### config.mk
export PLATFORM = sky130hd
export DESIGN_NAME = sfseq_top
export DESIGN_NICKNAME = d
export VERILOG_FILES = /design/src/rtl/sfseq_pkg.sv /design/src/rtl/sfseq_table.sv /design/src/rtl/sfseq_decode.sv /design/src/rtl/sfseq_fifo.sv /design/src/rtl/sfseq_top.sv
export SDC_FILE = /design/constraint.sdc
export NUM_CORES = 1
export LEC_CHECK = 0
export CORE_ASPECT_RATIO = 0.75
export CORE_MARGIN = 10
export CORE_UTILIZATION = 50
export DETAILED_ROUTE_END_ITERATION = 8
export PLACE_DENSITY_LB_ADDON = 0.3
export SYNTH_ARGS = -nofsm -noshare
export SYNTH_HDL_FRONTEND = slang
export SYNTH_HIERARCHICAL = 1
export SYNTH_SLANG_ARGS = --single-unit
### constraint.sdc
create_clock -name clk -period 16.47 [get_ports clk]
set_input_delay 3.294 -clock clk [delete_from_list [all_inputs] [get_ports clk]]
set_output_delay 3.294 -clock clk [all_outputs]
set_load 0.03 [all_outputs]
### src/rtl/sfseq_pkg.sv
package sfseq_pkg;
   localparam int SLOTS      = 8;
   localparam int SEQ_WORDS  = 4;
   localparam int DUMMY_MAX  = 64;

   localparam logic [5:0] OPC_STOP  = 6'd0;
   localparam logic [5:0] OPC_SEND  = 6'd1;
   localparam logic [5:0] OPC_MODE  = 6'd4;
   localparam logic [5:0] OPC_READ  = 6'd7;
   localparam logic [5:0] OPC_WRITE = 6'd8;
   localparam logic [5:0] OPC_JUMP  = 6'd9;
   localparam logic [5:0] OPC_DUMMY = 6'd12;

   typedef enum logic [2:0] {IC_END, IC_SEND, IC_DUMMY, IC_READ, IC_WRITE} iclass_t;
   typedef enum logic [1:0] {ST_IDLE, ST_CSON, ST_EXEC} state_t;

   typedef struct packed {
      logic [5:0] opc;
      logic [1:0] lane;
      logic [7:0] arg;
   } instr_t;
endpackage

### src/rtl/sfseq_table.sv
module sfseq_table import sfseq_pkg::*; #(
   parameter int NUM_SEQ = 4,
   parameter int SEQ_W   = 2,
   parameter int ADDR_W  = SEQ_W + 2
)(
   input  logic              clk,
   input  logic              rst_n,
   input  logic              wr_en,
   input  logic [ADDR_W-1:0] wr_addr,
   input  logic [31:0]       wr_data,
   input  logic [SEQ_W-1:0]  rd_seq,
   input  logic [2:0]        rd_slot,
   output instr_t            rd_instr
);
   localparam int NWORDS = NUM_SEQ * SEQ_WORDS;

   logic [31:0] words [NWORDS];
   logic [ADDR_W-1:0] rd_idx;
   logic [31:0] rd_word;

   for (genvar w = 0; w < NWORDS; w++) begin : g_word
      always_ff @(posedge clk or negedge rst_n) begin
         if (!rst_n)
            words[w] <= '0;
         else if (wr_en && wr_addr == ADDR_W'(w))
            words[w] <= wr_data;
      end
   end

   assign rd_idx = {rd_seq, rd_slot[2:1]};

   always_comb begin
      rd_word = '0;
      for (int w = 0; w < NWORDS; w++)
         if (rd_idx == ADDR_W'(w)) rd_word = words[w];
   end

   assign rd_instr = rd_slot[0] ? rd_word[31:16] : rd_word[15:0];
endmodule

### src/rtl/sfseq_decode.sv
module sfseq_decode import sfseq_pkg::*; #(
   parameter int CNT_W = 8,
   parameter int LEN_W = CNT_W + 3
)(
   input  instr_t           ins,
   input  logic [CNT_W-1:0] nbytes,
   output iclass_t          cls,
   output logic [1:0]       lc,
   output logic [2:0]       gmask,
   output logic [3:0]       lmask,
   output logic [LEN_W-1:0] len
);
   always_comb begin
      lc = (ins.lane == 2'd3) ? 2'd2 : ins.lane;
      case (lc)
         2'd0:    begin gmask = 3'd7; lmask = 4'b0001; end
         2'd1:    begin gmask = 3'd3; lmask = 4'b0011; end
         default: begin gmask = 3'd1; lmask = 4'b1111; end
      endcase

      case (ins.opc)
         OPC_SEND, OPC_MODE: cls = IC_SEND;
         OPC_DUMMY:          cls = IC_DUMMY;
         OPC_READ:           cls = IC_READ;
         OPC_WRITE:          cls = IC_WRITE;
         default:            cls = IC_END;
      endcase

      case (cls)
         IC_SEND:  len = LEN_W'(gmask) + 1'b1;
         IC_DUMMY: len = (ins.arg > 8'(DUMMY_MAX)) ? LEN_W'(DUMMY_MAX) : LEN_W'(ins.arg);
         IC_READ, IC_WRITE: begin
            case (lc)
               2'd0:    len = LEN_W'(nbytes) << 3;
               2'd1:    len = LEN_W'(nbytes) << 2;
               default: len = LEN_W'(nbytes) << 1;
            endcase
         end
         default:  len = '0;
      endcase
   end
endmodule

### src/rtl/sfseq_fifo.sv
module sfseq_fifo #(
   parameter int W     = 8,
   parameter int DEPTH = 16
)(
   input  logic         clk,
   input  logic         rst_n,
   input  logic         push,
   input  logic [W-1:0] wdata,
   input  logic         pop,
   output logic [W-1:0] rdata,
   output logic         full,
   output logic         empty
);
   localparam int AW = (DEPTH > 1) ? $clog2(DEPTH) : 1;
   localparam int CW = $clog2(DEPTH + 1);

   if (DEPTH < 2) begin : g_bad_depth
      $error("sfseq_fifo: DEPTH must be at least 2");
   end

   logic [W-1:0]  mem [DEPTH];
   logic [AW-1:0] wp, rp;
   logic [CW-1:0] count;
   logic          do_push, do_pop;

   assign full    = (count == CW'(DEPTH));
   assign empty   = (count == '0);
   assign do_push = push && !full;
   assign do_pop  = pop && !empty;
   assign rdata   = mem[rp];

   function automatic logic [AW-1:0] bump(input logic [AW-1:0] p);
      return (p == AW'(DEPTH - 1)) ? '0 : p + 1'b1;
   endfunction

   always_ff @(posedge clk or negedge rst_n) begin
      if (!rst_n) begin
         wp    <= '0;
         rp    <= '0;
         count <= '0;
      end else begin
         if (do_push) wp <= bump(wp);
         if (do_pop)  rp <= bump(rp);
         count <= count + CW'(do_push) - CW'(do_pop);
      end
   end

   always_ff @(posedge clk) begin
      if (do_push) mem[wp] <= wdata;
   end

   assert_no_overflow_R11: assert property (@(posedge clk) disable iff (!rst_n)
      (push && full && !pop) |=> $stable(count));
   assert_no_underflow_R11: assert property (@(posedge clk) disable iff (!rst_n)
      (pop && empty && !push) |=> $stable(count));
endmodule

### src/rtl/sfseq_top.sv
module sfseq_top import sfseq_pkg::*; #(
   parameter int NUM_SEQ  = 4,
   parameter int CNT_W    = 8,
   parameter int TX_DEPTH = 16,
   parameter int RX_DEPTH = 16,
   localparam int SEQ_W   = (NUM_SEQ > 1) ? $clog2(NUM_SEQ) : 1,
   localparam int TADDR_W = SEQ_W + 2
)(
   input  logic               clk,
   input  logic               rst_n,
   input  logic               tbl_we,
   input  logic [TADDR_W-1:0] tbl_addr,
   input  logic [31:0]        tbl_wdata,
   input  logic               cmd_we,
   input  logic [31:0]        cmd_wdata,
   output logic               busy,
   output logic               done,
   input  logic               done_clr,
   input  logic               irq_en,
   output logic               irq,
   input  logic               tx_push,
   input  logic [7:0]         tx_wdata,
   output logic               tx_full,
   input  logic               rx_pop,
   output logic [7:0]         rx_rdata,
   output logic               rx_empty,
   output logic               cs_n,
   output logic               sclk_en,
   output logic [3:0]         io_out,
   output logic [3:0]         io_oe,
   input  logic [3:0]         io_in
);
   localparam int LEN_W = CNT_W + 3;

   if (CNT_W < 1 || CNT_W > 24) begin : g_bad_cnt
      $error("sfseq_top: CNT_W must lie in 1..24");
   end
   if (NUM_SEQ < 1 || NUM_SEQ > 256) begin : g_bad_seq
      $error("sfseq_top: NUM_SEQ must lie in 1..256");
   end

   state_t           state;
   logic [3:0]       slot;
   logic [LEN_W-1:0] pos;
   logic [SEQ_W-1:0] seq_q;
   logic [CNT_W-1:0] cnt_q;
   logic [7:0]       rx_sh;
   logic             done_q;

   instr_t           ins;
   iclass_t          cls, cls_eff;
   logic [1:0]       lc;
   logic [2:0]       gmask, grp, shamt;
   logic [3:0]       lmask, grp_bits;
   logic [LEN_W-1:0] len;
   logic             exec, len_zero, last_cyc, byte_last, active;
   logic             drive, rx_push, tx_pop, tx_empty, end_now;
   logic [7:0]       tx_head, src_byte, rx_next;

   sfseq_table #(.NUM_SEQ(NUM_SEQ), .SEQ_W(SEQ_W), .ADDR_W(TADDR_W)) i_table (
      .clk, .rst_n,
      .wr_en(tbl_we), .wr_addr(tbl_addr), .wr_data(tbl_wdata),
      .rd_seq(seq_q), .rd_slot(slot[2:0]), .rd_instr(ins)
   );

   sfseq_decode #(.CNT_W(CNT_W), .LEN_W(LEN_W)) i_decode (
      .ins, .nbytes(cnt_q), .cls, .lc, .gmask, .lmask, .len
   );

   sfseq_fifo #(.W(8), .DEPTH(TX_DEPTH)) i_txf (
      .clk, .rst_n, .push(tx_push), .wdata(tx_wdata), .pop(tx_pop),
      .rdata(tx_head), .full(tx_full), .empty(tx_empty)
   );

   sfseq_fifo #(.W(8), .DEPTH(RX_DEPTH)) i_rxf (
      .clk, .rst_n, .push(rx_push), .wdata(rx_next), .pop(rx_pop),
      .rdata(rx_rdata), .full(), .empty(rx_empty)
   );

   // Slot 8 is the implicit end after the last programmed slot.
   assign cls_eff   = slot[3] ? IC_END : cls;
   assign exec      = (state == ST_EXEC);
   assign end_now   = exec && (cls_eff == IC_END);
   assign len_zero  = (len == '0);
   assign last_cyc  = len_zero || (pos == len - 1'b1);
   assign active    = exec && (cls_eff != IC_END) && !len_zero;
   assign grp       = pos[2:0] & gmask;
   assign byte_last = (grp == gmask);
   assign shamt     = 3'((gmask - grp) << lc);

   assign src_byte  = (cls_eff == IC_WRITE) ? (tx_empty ? 8'h00 : tx_head) : ins.arg;
   assign grp_bits  = 4'(src_byte >> shamt) & lmask;
   assign drive     = active && ((cls_eff == IC_SEND) || (cls_eff == IC_WRITE));

   always_comb begin
      case (lc)
         2'd0:    rx_next = {rx_sh[6:0], io_in[1]};
         2'd1:    rx_next = {rx_sh[5:0], io_in[1:0]};
         default: rx_next = {rx_sh[3:0], io_in};
      endcase
   end

   assign rx_push = active && (cls_eff == IC_READ) && byte_last;
   assign tx_pop  = active && (cls_eff == IC_WRITE) && byte_last && !tx_empty;

   assign io_out  = drive ? grp_bits : 4'b0000;
   assign io_oe   = drive ? lmask : 4'b0000;
   assign sclk_en = active;
   assign cs_n    = (state == ST_IDLE);
   assign busy    = (state != ST_IDLE);
   assign done    = done_q;
   assign irq     = done_q & irq_en;

   always_ff @(posedge clk or negedge rst_n) begin
      if (!rst_n) begin
         state <= ST_IDLE;
         slot  <= '0;
         pos   <= '0;
         seq_q <= '0;
         cnt_q <= '0;
      end else begin
         case (state)
            ST_IDLE: if (cmd_we) begin
               seq_q <= SEQ_W'(cmd_wdata[31:24]);
               cnt_q <= cmd_wdata[CNT_W-1:0];
               state <= ST_CSON;
            end
            ST_CSON: begin
               slot  <= '0;
               pos   <= '0;
               state <= ST_EXEC;
            end
            default: begin
               if (end_now) begin
                  state <= ST_IDLE;
               end else if (last_cyc) begin
                  slot <= slot + 1'b1;
                  pos  <= '0;
               end else begin
                  pos  <= pos + 1'b1;
               end
            end
         endcase
      end
   end

   always_ff @(posedge clk or negedge rst_n) begin
      if (!rst_n)                             rx_sh <= '0;
      else if (active && cls_eff == IC_READ)  rx_sh <= rx_next;
   end

   always_ff @(posedge clk or negedge rst_n) begin
      if (!rst_n)        done_q <= 1'b0;
      else if (end_now)  done_q <= 1'b1;
      else if (done_clr) done_q <= 1'b0;
   end

   assert_clock_inside_cs_R3: assert property (@(posedge clk) disable iff (!rst_n)
      sclk_en |-> !cs_n);
   assert_start_ignored_R2: assert property (@(posedge clk) disable iff (!rst_n)
      (busy && cmd_we) |=> ($stable(seq_q) && $stable(cnt_q)));
   assert_done_on_end_R10: assert property (@(posedge clk) disable iff (!rst_n)
      $fell(busy) |-> done);
   assert_lane_groups_R4: assert property (@(posedge clk) disable iff (!rst_n)
      $countones(io_oe) != 3);
   assert_dummy_cap_R5: assert property (@(posedge clk) disable iff (!rst_n)
      (exec && cls_eff == IC_DUMMY) |-> (pos < LEN_W'(DUMMY_MAX)));
   assert_slot_bound_R8: assert property (@(posedge clk) disable iff (!rst_n)
      exec |-> (slot <= 4'd8));
   assert_read_released_R6: assert property (@(posedge clk) disable iff (!rst_n)
      (exec && cls_eff == IC_READ) |-> (io_oe == 4'b0000));
endmodule

== Yosys cells after proc, flatten, opt, wreduce, memory -nomap -nowiden ==
Memories as Yosys holds them, arrays and structs flattened.
Index checks and enable logic that the tools add are counted.

* Output and inout port bits: 23
* Word-level logic and storage cells: 211
* Bits in writable memories: 256
* Register bits: 573
* Bits of input ports: 88
* Memories kept: 2

* Bitwise operators: 4
* Reduce and logical (&&, ||, !) cells: 55
* Equality and inequality tests: 56
* Add/sub/neg operators: 13
* Magnitude comparators: 1
* Mux-type cells: 49
* Shift operators: 2

{| class="wikitable"
|+ Memory list
! name !! depth !! width !! rd ports !! clocked after Yosys merged registers in !! wr ports !! line !! text
|-
| i_rxf.mem || 16 || 8 || 1 || 0 || 1 || sfseq_fifo.sv:21 || <nowiki>logic [W-1:0] mem [DEPTH];</nowiki>
|-
| i_txf.mem || 16 || 8 || 1 || 0 || 1 || sfseq_fifo.sv:21 ||
|}

{| class="wikitable"
|+ Operators by type and width
! operator !! count
|-
| $mux 32 || 16
|-
| $eq 4x4->1 const B || 20
|-
| $pmux 11 s2 || 2
|-
| $pmux 11 s3 || 1
|-
| $eq 4x3->1 const B || 8
|-
| $mux 4 || 8
|-
| $logic_and 1x1->1 || 29
|-
| $mux 8 || 3
|-
| $mux 11 || 2
|-
| $add 4x1->4 const B || 5
|-
| $eq 4x2->1 const B || 4
|-
| $mux 16 || 1
|-
| $pmux 4 s2 || 2
|-
| $pmux 8 s2 || 1
|-
| $eq 6x3->1 const B || 2
|-
| $eq 6x4->1 const B || 2
|-
| $pmux 3 s4 || 1
|-
| $add 11x1->11 const B || 1
|-
| $eq 11x11->1 || 1
|-
| $logic_not 11->1 || 1
|-
| $sub 11x1->11 const B || 1
|-
| $add 5x1->5 || 2
|-
| $eq 5x5->1 const B || 2
|-
| $logic_not 5->1 || 2
|-
| other kinds (35) || 63
|}

== Depth between registers and ports, before layout ==
Gate-level depths: netlist (run 1).

* Depth after elaboration: 32
* Gate-level depth with buffers: 33

== Cells and area by module ==
Netlist (run 1), hierarchy kept.

{| class="wikitable"
|+ By module, submodules not included
! module !! area each (µm²) !! instances !! cells an instance
|-
| sfseq_table || 24146.9 || 1 || 1879
|-
| sfseq_fifo || 5783.0 || 2 || 310
|-
| sfseq_top || 2658.8 || 1 || 286
|-
| sfseq_decode || 460.4 || 1 || 75
|}

== Least setup slack after synthesis (run 1) ==
No wires, ideal clock.

* Path kind: reg2out
* From: register slot[1]
* To: output port io_out[2]
* Slack: 7.868 ns
* Data arrival time: 5.308 ns
* Cell stages (with the launch flop): 19
* Buffers on the path: 2
* Required time: 13.176 ns
* Path through: dfrtp_1 -> buf_6 -> mux4_2 -> o2bb2ai_1 -> a211oi_2 -> a2111oi_1 -> or4_1 -> or4_1 -> o31a_1 -> nor3_4 -> o2bb2ai_1 -> or4_1 -> nor3_1 -> nand4b_1 -> and3_1 -> clkbuf_1 -> o21a_1 -> and2_1 -> a21boi_0

{| class="wikitable"
|+ RTL lines
! element !! line !! text
|-
| start, declared || sfseq_top.sv:43 || <nowiki>logic [3:0] slot;</nowiki>
|-
| start signal, assigned || sfseq_top.sv:137 || <nowiki>slot <= slot + 1'b1;</nowiki>
|-
| end, declared || sfseq_top.sv:29 || <nowiki>output logic [3:0] io_out,</nowiki>
|}

==> results of run 1 <==
## sequential cells by signal, indices dropped and copies added (netlist names)
signal and count:
i_txf/rp 4, cnt_q 8, i_table/words 512, i_rxf/rp 4, i_rxf/wp 4, i_rxf/count 5
i_txf/mem 128, i_txf/wp 4, i_txf/count 5, i_rxf/mem 128, done 1, pos 11
rx_sh 7, state 2, seq_q 2, slot 4
## final timing paths
kind	end	slack [ns]	cells past startpoint	from
worst max-delay path	io_out[2]	4.68	20	seq_q[1]
worst min-delay path	i_table/words[377]	0.49	1	i_table/words[377]
worst max register to register	i_rxf/count[4]	7.17	28	seq_q[1]
worst min register to register	i_table/words[377]	0.49	1	i_table/words[377]
max in group asynchronous	i_table/words[79]	12.07	2	rst_n
min in group asynchronous	i_table/words[331]	2.74	1	rst_n
## metal layers
metal / vias to the layer above / share of wire / GRT usage
li1: 10800 / - / -
met1: 13300 / 0.43 / 0.324
met2: 1058 / 0.45 / 0.357
met3: 203 / 0.086 / 0.0538
met4: 6 / 0.029 / 0.0710
met5: - / 0.00041 / 0
## power by group
group | total, mW | switching [mW] | internal, mW | leakage, nW
Clock | 1.82 | 0.781 | 1.04 | 1.28
Combinational | 2.94 | 1.78 | 1.16 | 6.14
Sequential | 2.88 | 0.270 | 2.61 | 9.33
Total | 7.65 | 2.83 | 4.82 | 16.7
## final cells by class
type / instances / area [um^2]
clock buffers: 106 / 2300
flip-flops and latches: 829 / 22000
multi-input cells: 1754 / 15700
well taps: 1035 / 1290
inverters: 51 / 191
fillers: 6018 / 33800
clock inverters: 35 / 297
repair buffers: 152 / 1380
diodes: 2 / 5.00
## critical path: stages, from the launching register on
cell	delay [ns]
dfrtp_2	0.70
buf_4	0.60
nor2b_2	0.92
buf_4	0.41
nand3_1	0.47
o32ai_1	0.27
o31ai_1	0.10
a31oi_1	0.49
a211oi_1	0.33
or4_1	0.56
o31a_1	0.28
nor3_4	0.27
o2bb2ai_1	0.29
or4_1	0.25
nor3_1	0.07
nand4b_1	0.20
and3_1	0.27
o21a_1	0.24
and2_1	0.18
a21boi_0	0.19
clkdlybuf4s50_1	0.72
## synthesized netlist by cell type (17+ instances only)
master	n
dfrtp_1	573
mux2_2	534
edfxtp_1	256
mux2i_1	131
nor2_1	125
o21ai_0	124
clkbuf_1	114
nand2_1	88
a21oi_1	84
mux4_2	73
buf_2	65
o22ai_1	54
inv_1	46
mux2_1	29
nand3_1	29
and2_1	28
a22oi_1	27
ha_1	27
nor2b_1	25
a221oi_1	22
buf_4	21
nor3_1	21
a32oi_1	20
xnor2_1	18
buf_1	17
nand2b_1	17
## cells by family (layout without fill, tap and decap cells)
kind of cell / count (synthesis) / after routing / share of synthesized area
and+or+nand+nor: 420 / 420 / 0.0558
DFF: 829 / 829 / 0.567
other: 2 / 5 / 0.000193
muxes: 771 / 771 / 0.241
buffers and inverters: 278 / 344 / 0.0326
xor gates and xnor gates: 33 / 33 / 0.00744
adders and majority gates: 29 / 29 / 0.00973
AOI/OAI and AO/OA: 498 / 498 / 0.0861
==> key figures, run 1 <==
Clocking
  – Later-pin clock latency in the skew report: about 0.64 ns
  – Clk buf depth: 3
  – Post-CTS Setup Inserts: 0
  – H-tree levels: 3
  – # resized after CTS: 0
  – CTS sink count: 829
  – CTS Root Cell: clkbuf_16
  – Worst-path clk slew: ~0.06 ns
  – CTS tree: built
  – Total CTS buffers: 82
  – Hold_buf cts: 0

Worst setup path
  – Critical Path Sink Type: output port
  – Max FO, Critical Path: 40
  – Startpoint Class: flop
  – Worst path arrival time: 8.50 ns
  – WP data required: about 13 ns
  – WS Path Type: reg2out

Routing
  – Per-cell routed wire length: approximately 26 um
  – Routed wire length: between 100 and 150 mm
  – DRC Markers: 0
  – Vias: 25300
  – DRT iter0 DRCs: approximately 2500
  – Detailed Routing Iterations Pass 1: 7
  – Final antenna-violating net count: 0
  – Vias per cell: between 6 and 7

Floorplan
  – DIE AREA: between 80000 and 90000 um^2
  – Core Area: 77000 um^2
  – IO Pins: 111
  – Die Y: between 200 and 300 um
  – Initial Util: 0.505
  – Die Wd: 342 um
  – # rows: about 90

Power and ir drop
  – Power Density: roughly 180 nW/um^2
  – Total power: 7.65 mW
  – Peak VDD IR: between 0.09 and 0.1 mV
  – Leak: 16.7 nW

Timing
  – Post-layout minimum cycle time: approximately 12 ns
  – Period utilisation layout: 0.716
  – Final hold viol count: 0
  – RSZ-0062 raised after global routing: no
  – Fin Hold WS: roughly 0.49 ns
  – Fin. max-slew vios: 0
  – Worst Tran Pin Value: approximately 1.3 ns
  – Setup_tns: 0 ns
  – Max Freq: between 80 and 90 MHz
  – Final setup violation count: 0
  – Min setup slack post-route: ~4.7 ns
  – Max-slew headroom: 0.148
  – Setup Skew: 0.0247 ns

Logic synthesis
  – Yosys warns: 6
  – Mean Syn Cell Area: ~14 um^2
  – Sequential area share after synthesis: 0.567
  – Synthesized area: between 30000 and 40000 um^2
  – Post-synthesis async set-or-reset flop share: 0.691
  – Synth Flop Type: dfrtp_1
  – Number of flops mapped to enable cells by yosys: ~260
  – Cells after synthesis: 2860
  – Seq cells post-synth: about 830
  – Main area contributors after synthesis: dfrtp_1, edfxtp_1, mux2_2, mux4_2, mux2i_1
  – Synth top area share: 0.369
  – Post-synth cell types: 100
  – Synth area leader: dfrtp_1

Finish
  – Post-Layout Cell Count: 3964
  – Design area: roughly 43000 um^2
  – Nets: ~3000
  – Commonest non-fill, non-tap cell in the layout: dfrtp_1
  – Most frequent cells in the layout: dfrtp_1, mux2_2, edfxtp_1, mux2i_1, o21ai_0
  – Layout area overhead: 11.1%
  – Share of cells above drive strength 1: 0.293
  – Fin util: 0.561

Global routing
  – Initial antenna violation count: 4
  – Vias in the first global route: approximately 25000
  – Gr ovfl total: 0
  – Largest net degree at the start of global routing: around 170
  – First-pass GRT wire length: 159 mm
  – Global-route usage over all layers: 0.231

Outcome
  – Status: finished clean

Placed design
  – Post-Place Worst Slack: 5.63 ns
  – Routability cong.: around 0.85
  – Post-DP Area: 40600 um^2
  – Port bufs: 88
  – Hpwl dp: between 60 and 70 mm
  – Placed cell count: around 3800

Worst hold path
  – HP Class: reg2reg

Job
  – Max Cap Viol: 0
Power figures use the tool's default switching activity.
==> run 2, diff against run 1 <==
==> constraint.sdc (replaced) <==
create_clock -name clk -period 11.39 [get_ports clk]
set_input_delay 2.278 -clock clk [delete_from_list [all_inputs] [get_ports clk]]
set_output_delay 2.278 -clock clk [all_outputs]
set_load 0.03 [all_outputs]
==> run 2 against run 1 <==
Compared with the run above:
- critical path type unchanged
- non-clock buffer count rose by 5
- clock-buffer cell count rose by 8
- final area rose by 0.19%
- flip-flop and latch count did not move
- sequential power rose by 46%
- via count fell by 0.30%
- hold slack improved by 0.0057 ns
- total power rose by 45%
- global-route usage barely moved
- largest power group unchanged
- critical path depth did not move
==> key figures, run 2 (same netlist as run 1, synthesis figures left out) <==
Outcome
  – Status: finished clean

Routing
  – DRT iter0 DRCs: 2650
  – DRC Markers: 0
  – Final antenna-violating net count: 0
  – Detailed Routing Iterations Pass 1: 6
  – Vias per cell: ~6.3
  – Routed wire length: ~110 mm
  – Vias: ~25000
  – Per-cell routed wire length: between 20 and 30 um

Worst setup path
  – Startpoint Class: flop
  – FF-to-FF Start: slot[1]
  – Critical Path Sink Type: output port
  – WS Path Type: reg2out
  – WP data required: between 9 and 10 ns
  – Worst path arrival time: roughly 7.7 ns
  – Crit path from: seq_q[0]
  – Max FO, Critical Path: 26

Timing
  – RSZ-0062 raised after global routing: no
  – Post-layout minimum cycle time: around 10 ns
  – Fin. max-slew vios: 0
  – Period utilisation layout: 0.874
  – Max-slew headroom: 0.180
  – Max Freq: 100 MHz
  – Setup_tns: 0 ns
  – Final hold viol count: 0
  – Final setup violation count: 0
  – Worst Tran Pin Value: 1.23 ns
  – Setup Skew: 0.0259 ns

Finish
  – Fin util: 0.562
  – Fillers: 5998
  – Top Registers: i_table/words x512, i_rxf/mem x128, i_txf/mem x128
  – Largest register FFs: just over 500
  – Layout area overhead: 11.3%
  – Commonest non-fill, non-tap cell in the layout: dfrtp_1
  – Nets: between 2000 and 3000
  – Register with the most flip-flops: i_table/words
  – Share of cells above drive strength 1: 0.296
  – Most frequent cells in the layout: dfrtp_1, mux2_2, edfxtp_1, mux2i_1, o21ai_0

Clocking
  – Later-pin clock latency in the skew report: 0.65 ns
  – Total CTS buffers: 81
  – CTS tree: built
  – Hold_buf cts: 0
  – H-tree levels: 3
  – Worst-path clk slew: roughly 0.060 ns
  – CTS sink count: 829
  – CTS Root Cell: clkbuf_16
  – Post-CTS Setup Inserts: 0
  – # resized after CTS: 0
  – Clk buf depth: 3

Global routing
  – Initial antenna violation count: 5
  – Vias in the first global route: between 20000 and 30000
  – Largest net degree at the start of global routing: 175
  – Global-route usage over all layers: 0.231
  – First-pass GRT wire length: 160 mm
  – Gr ovfl total: 0

Floorplan
  – IO Pins: between 100 and 150
  – DIE AREA: 89300 um^2
  – Initial Util: 0.505
  – Die Wd: 342 um
  – Core Area: a little under 80000 um^2
  – Die Y: around 260 um
  – # rows: between 80 and 90

Worst hold path
  – HP Class: reg2reg
  – Hold path startpoint: i_table/words[436]

Power and ir drop
  – Peak VDD IR: approximately 0.19 mV
  – Power Density: 257 nW/um^2
  – Leak: 16.8 nW

Placed design
  – Hpwl dp: 64.6 mm
  – Routability cong.: 0.837
  – Port bufs: 88

Job
  – Max Cap Viol: 0
run 2: cell types whose count changed in the layout (fill, tap and decap cells not counted), sizes merged:
cell / previous run / this run
buf: 65 / 70
inv: 53 / 56
clkinvlp: 3 / 7
clkbuf: 106 / 114
bufinv: 4 / 3
diode: 2 / 1
clkinv: 26 / 20
run 2: final timing paths:
path | cells after the start | endpoint | slack (ns)
max in group asynchronous | 3 | slot[2] | 7.05
worst min register to register | 1 | i_table/words[436] | 0.50
min in group asynchronous | 1 | i_table/words[429] | 1.76
worst max-delay path | 20 | io_out[2] | 1.43
worst min-delay path | 1 | i_table/words[436] | 0.50
worst max register to register | 27 | i_rxf/count[4] | 3.13
run 2: metrics by stage:
step	power, mW	cell area [um^2]	instances	hold WS, ns	setup WS (ns)
3_3_place_gp	8.24	40600	3826	0.469	2.33
5_1_grt	11.6	43200	3975	0.505	1.14
3_5_place_dp	8.41	40600	3826	0.484	2.24
4_1_cts	11.1	43200	3975	0.499	1.55
6_report	11.1	43200	3976	0.496	1.43
2_1_floorplan	7.01	38800	2861	0.459	3.80
run 2: critical path, stage by stage, from the launching register on:
cell and delay [ns]:
dfrtp_2 0.88, buf_4 0.42, nor2b_2 0.45, buf_4 0.29, a22oi_1 0.09, o32a_1 0.29
o21ai_0 0.15, a31oi_1 0.27, a211oi_1 1.01, or4_1 0.23, o31a_1 0.16, nor3_4 0.08
o2bb2ai_1 0.23, or4_1 0.62, nor3_1 0.18, nand4b_1 0.23, and3_1 0.29, o21a_1 0.19
and2_1 0.20, a21boi_0 0.13, clkdlybuf4s50_1 0.61
run 2: where the power goes:
| group | internal [mW] | leakage, nW | switching [mW] |
|---|---|---|---|
| Sequential | 3.78 | 9.33 | 0.426 |
| Combinational | 1.70 | 6.17 | 2.55 |
| Clock | 1.49 | 1.27 | 1.16 |
run 2: layout make-up:
type	count	area, um^2	area share
antenna	1	2.50	0.0000579
clock buffer	114	2300	0.0532
clock inverter	35	314	0.00726
inverter	51	191	0.00443
multi-input combinational	1754	15700	0.362
sequential	829	22000	0.510
tap	1035	1290	0.0299
timing repair buffer	157	1440	0.0333
run 2: per-layer routing:
metal / wire (um) / vias to the layer above / track usage
met2: 47600 / 1085 / 0.357
met1: 45000 / 13100 / 0.322
met3: 8920 / 232 / 0.0465
met4: 3550 / 4 / 0.0854
li1: - / 10800 / -
met5: 27 / - / 0
